## src/rtl/bgc_pkg.sv

```systemverilog
package bgc_pkg;

    localparam int unsigned TAP_MIN      = 14;
    localparam int unsigned TAP_MAX      = 31;
    localparam int unsigned QUAL_DEFAULT = 128;

    // Per-cycle counter event carried from the counter to the tick logic.
    typedef struct packed {
        logic step;     // counter advances at this edge
        logic enabled;  // core is running
    } cnt_evt_t;

    // Startup gate phase.
    typedef enum logic {
        PH_PARKED  = 1'b0,
        PH_RUNNING = 1'b1
    } run_phase_e;

    function automatic bit tap_active(input int unsigned tap);
        return (tap >= TAP_MIN) && (tap <= TAP_MAX);
    endfunction

endpackage

```

## src/rtl/bgc_qualifier.sv

```systemverilog
module bgc_qualifier
    import bgc_pkg::*;
#(
    parameter int unsigned CYCLE_MODE  = 1,
    parameter int unsigned QUAL_CYCLES = QUAL_DEFAULT
) (
    input  logic clk,
    input  logic rst,
    input  logic start,
    output logic running
);
    localparam int unsigned QW   = $clog2(QUAL_CYCLES);
    localparam logic [QW-1:0] QMAX = QW'(QUAL_CYCLES - 1);

    logic [QW-1:0] run_len;
    run_phase_e    phase;
    logic          qualified;

    // A debounced start in cycle mode, a bare start otherwise.
    always_comb begin
        if (CYCLE_MODE != 0) begin
            qualified = start && (run_len == QMAX);
        end else begin
            qualified = start;
        end
    end

    always_ff @(posedge clk) begin
        if (rst) begin
            run_len <= '0;
            phase   <= PH_PARKED;
        end else if (phase == PH_PARKED) begin
            if (!start) begin
                run_len <= '0;
            end else if (run_len != QMAX) begin
                run_len <= run_len + 1'b1;
            end
            if (qualified) begin
                phase <= PH_RUNNING;
            end
        end
    end

    assign running = (phase == PH_RUNNING);

endmodule

```

## src/rtl/bgc_counter.sv

```systemverilog
module bgc_counter
    import bgc_pkg::*;
#(
    parameter int unsigned CNT_W      = 32,
    parameter int unsigned CYCLE_MODE = 1
) (
    input  logic             clk,
    input  logic             rst,
    input  logic             running,
    input  logic             enable,
    input  logic             retire,
    output logic [CNT_W-1:0] value,
    output cnt_evt_t         evt
);
    localparam logic CYC = (CYCLE_MODE != 0);

    always_comb begin
        evt.enabled = running;
        evt.step    = running && enable && (CYC || retire);
    end

    always_ff @(posedge clk) begin
        if (rst || !running) begin
            value <= '0;
        end else if (evt.step) begin
            value <= value + 1'b1;
        end
    end

endmodule

```

## src/rtl/bgc_tick.sv

```systemverilog
module bgc_tick
    import bgc_pkg::*;
#(
    parameter int unsigned TAP  = 14,
    parameter int unsigned TAPW = 14
) (
    input  logic            clk,
    input  logic            rst,
    input  cnt_evt_t        evt,
    input  logic [TAPW-1:0] low_bits,
    input  logic            ack,
    output logic            tick
);
    generate
        if (tap_active(TAP)) begin : g_tap
            logic crossing;
            logic tick_q;

            // Increment out of an all-ones low field carries into bit TAP.
            assign crossing = evt.enabled && evt.step && (&low_bits);

            always_ff @(posedge clk) begin
                if (rst) begin
                    tick_q <= 1'b0;
                end else begin
                    tick_q <= crossing || (tick_q && !ack);
                end
            end
            assign tick = tick_q;
        end else begin : g_notap
            assign tick = 1'b0;
        end
    endgenerate

endmodule

```

## src/rtl/boot_gate_counter.sv

```systemverilog
module boot_gate_counter
    import bgc_pkg::*;
#(
    parameter int unsigned CYCLE_MODE  = 1,
    parameter int unsigned TAP         = 14,
    parameter int unsigned QUAL_CYCLES = QUAL_DEFAULT,
    parameter int unsigned CNT_W       = 32
) (
    input  logic             clk,
    input  logic             por_rst,
    input  logic             start_req,
    input  logic             retire_pulse,
    input  logic             tick_ack,
    output logic             core_run,
    output logic [CNT_W-1:0] count_val,
    output logic             tick_req
);
    localparam int unsigned TAPW = tap_active(TAP) ? TAP : 1;

    cnt_evt_t evt;

    bgc_qualifier #(
        .CYCLE_MODE (CYCLE_MODE),
        .QUAL_CYCLES(QUAL_CYCLES)
    ) u_qual (
        .clk    (clk),
        .rst    (por_rst),
        .start  (start_req),
        .running(core_run)
    );

    bgc_counter #(
        .CNT_W     (CNT_W),
        .CYCLE_MODE(CYCLE_MODE)
    ) u_cnt (
        .clk    (clk),
        .rst    (por_rst),
        .running(core_run),
        .enable (start_req),
        .retire (retire_pulse),
        .value  (count_val),
        .evt    (evt)
    );

    bgc_tick #(
        .TAP (TAP),
        .TAPW(TAPW)
    ) u_tick (
        .clk     (clk),
        .rst     (por_rst),
        .evt     (evt),
        .low_bits(count_val[TAPW-1:0]),
        .ack     (tick_ack),
        .tick    (tick_req)
    );

endmodule

```

## config.mk

```make
export PLATFORM = sky130hd
export DESIGN_NAME = boot_gate_counter
export DESIGN_NICKNAME = d
export VERILOG_FILES = /design/src/rtl/bgc_pkg.sv /design/src/rtl/bgc_qualifier.sv /design/src/rtl/bgc_counter.sv /design/src/rtl/bgc_tick.sv /design/src/rtl/boot_gate_counter.sv
export SDC_FILE = /design/constraint.sdc
export NUM_CORES = 1
export LEC_CHECK = 0
export ABC_AREA = 1
export ABC_CLOCK_PERIOD_IN_PS = 2100
export BUFFER_PORTS_ARGS = -buffer_cell sky130_fd_sc_hd__buf_2
export CAP_MARGIN = 20
export CORE_UTILIZATION = 25
export CTS_CLUSTER_DIAMETER = 100
export DETAILED_ROUTE_END_ITERATION = 6
export PLACE_DENSITY = 0.43
export SKIP_CTS_REPAIR_TIMING = 1
export SLEW_MARGIN = 25
export SYNTH_ARGS = -nofsm -noshare
export SYNTH_HDL_FRONTEND = slang
export SYNTH_SLANG_ARGS = --single-unit
```

## constraint.sdc

```tcl
create_clock -name clk -period 2.1 [get_ports clk]
set_input_delay 0.21 -clock clk [delete_from_list [all_inputs] [get_ports clk]]
set_output_delay 0.21 -clock clk [all_outputs]
set_load 0.05 [all_outputs]
```

==> metrics.cfg <==
[finish]
fin_area_um2 = 2630
nFillCells = 962
nets = 400
regArea_um2 = 821
layout_commonest_cell = nand2_1
utilization_pct = 30.5
multi_input_area_um2 = 1190
syn2layout_area_growth_pct = 18.6
drive_gt1_share_pct = 15.7
stdcell_count = 502
antenna_cells = 0
final_cell_mix = nand2_1 (87), nor2_1 (68), inv_1 (47)

[setup_path]
critPathRequiredTime_ns = 2.31
r2r_start = u_cnt.value[1]
critPathLaunch = u_cnt.value[1]
critPathCaptureType = flop
path_max_fanout = 5
startpoint_type = flop
criticalPathCategory = reg2reg
critPathArrivalTime_ns = 1.85
r2r_slack_ns = 0.45

[pwr]
pwr-share-comb_pct = 1.4
p_int_mw = 1.08
p_leak_nw = 1.04
ir_drop_v = 0.000193
p_clk_share_pct = 42.8
p_sw_mw = 0.315
power_density_nw_per_um2 = 532
sw_frac_of_total_pct = 22.5
seqPwrFrac_pct = 55.8

[place]
post-dp-hpwl_um = 4430
place_inst = 494
placed_cell_area_um2 = 2530
globalplace.congestion = 0.796
port_buffers = 37

[global_routing]
grtUsageTotal_pct = 13.6
overflow = 0
grt_max_degree = 19
grt_pass1_vias = 1991
grt_pass1_wl_um = 9690
antenna_found_initial = 0

[floorplan]
io_pins = 39
core_area_um2 = 8640
die_y_um = 96.2
start_util_pct = 25.7
die_area_um2 = 9250
die_x_um = 96.2
rows = 34

[drt]
drtPass1Iterations = 4
wl_per_cell_um = 11.5
drc = 0
ant_nets = 0
vias_per_cell = 4.35
wl_um = 5750
drtIter0Drc = 87
num_vias = 2185

[logic_synthesis]
syn-cell-area_um2 = 2220
seq_area_frac_synth_pct = 37.0
synth_fp_nets = 358
ys_ff_latch = 41
yosys_warnings = 0
synth_cell_types = 27
syn_inst = 351
avgSynthCellArea_um2 = 6.32

[sta]
final-max-slew-violation-count = 0
relSlewSlack_pct = 70.6
tns_ns = 0
fin_crit_sh_pct = 78.4
hold_viol_final = 0
skew_ns = 0.00662
setup_viol = 0
rsz0062_at_grt = false
clock.fmax_mhz = 608
finalCriticalPeriod_ns = 1.65
tightest_slew_ns = 0.438

[clock_network]
cts_num_sinks = 41
cts_made_buffers = 5
clock_latency_ns = 0.30
htree_num_levels = 2
cts_buffer_depth = 2
cts_tree = built
root_buffer = clkbuf_8
clk_pin_slew_ns = 0.09

[hold_path]
worstHoldPathType = in2reg
hold_start = por_rst

[run_status]
status = complete, no violations

[flow_run]
maxCapViolCount = 0

[sequential cells by signal, summed over array words and instances (netlist names)]
signal,count
u_qual.running,1
u_cnt.value,32
u_tick.tick,1
u_qual.run_len,7
[worst paths after layout]
kind | to | cells after the start
setup / recovery | u_cnt.value[16] | 8
hold / removal | u_qual.run_len[2] | 2
setup reg to reg | u_cnt.value[16] | 8
hold reg to reg | u_qual.run_len[6] | 2
[worst max-delay path: stages (launching register included)]
cell and delay, ns:
dfxtp_1 0.40, ha_1 0.19, nand3_1 0.14, nor2_4 0.19, nand2_4 0.09, nor2_1 0.24
nand2_1 0.11, o21ai_1 0.13, nor2_1 0.05
[routing by layer]
layer  wire length (µm)  GRT usage, %  vias to the layer above
met3                237          3.00                        2
met4                 36          4.10                        0
met1               2880          18.3                      956
met2               2590          21.6                       30
met5                  0             0                        -
li1                   -             -                     1197
[cell families after synthesis]
logic type	share of synthesized area (%)
fa+ha+maj	1.13
xor+xnor	1.18
flops	37.0
buf+inv	9.42
compound gates	7.05
simple gates	44.2
[cells in the mapped netlist (all sizes together)]
master   n  area, µm²
dfxtp   41        821
nor3     6       35.0
ha       2       25.0
a21oi   15       75.1
a31oi    1       6.26
nor2    75        314
or2      1       6.26
inv     49        184
nand3b   1       7.51
xnor2    1       8.76
xor2     2       17.5
nand2   89        349
nand4    8       50.1
and3     1       6.26
clkbuf   1       3.75
nand3   39        205
o21ai   15       75.1
nor3b    1       7.51
buf      3       21.3
[power groups by stage]
stage	registers (mW)	logic [mW]	clock network [mW]
after floorplan	0.798	0.0145	0
after global placement	0.799	0.0193	0
after detailed placement	0.799	0.0194	0
after CTS	0.780	0.0194	0.623
after global routing	0.781	0.0222	0.655
final	0.780	0.0191	0.599
[per-stage QoR]
step                setup WS, ns  hold slack (ns)  total power [mW]
floorplan                  0.223            0.279             0.813
global placement           0.459            0.440             0.818
detailed placement         0.432            0.443             0.818
CTS                        0.411            0.112              1.42
global route               0.228            0.125              1.46
finish                     0.454            0.122              1.40
[area by class of cell]
class,instances,share of cell area [%]
timing repair buffer,39,7.61
clock inverter,1,0.190
sequential,41,31.2
tap,108,5.14
multi-input combinational,257,45.2
inverter,49,6.99
clock buffer,7,3.66
No activity file was read; power rests on OpenSTA's default activity.
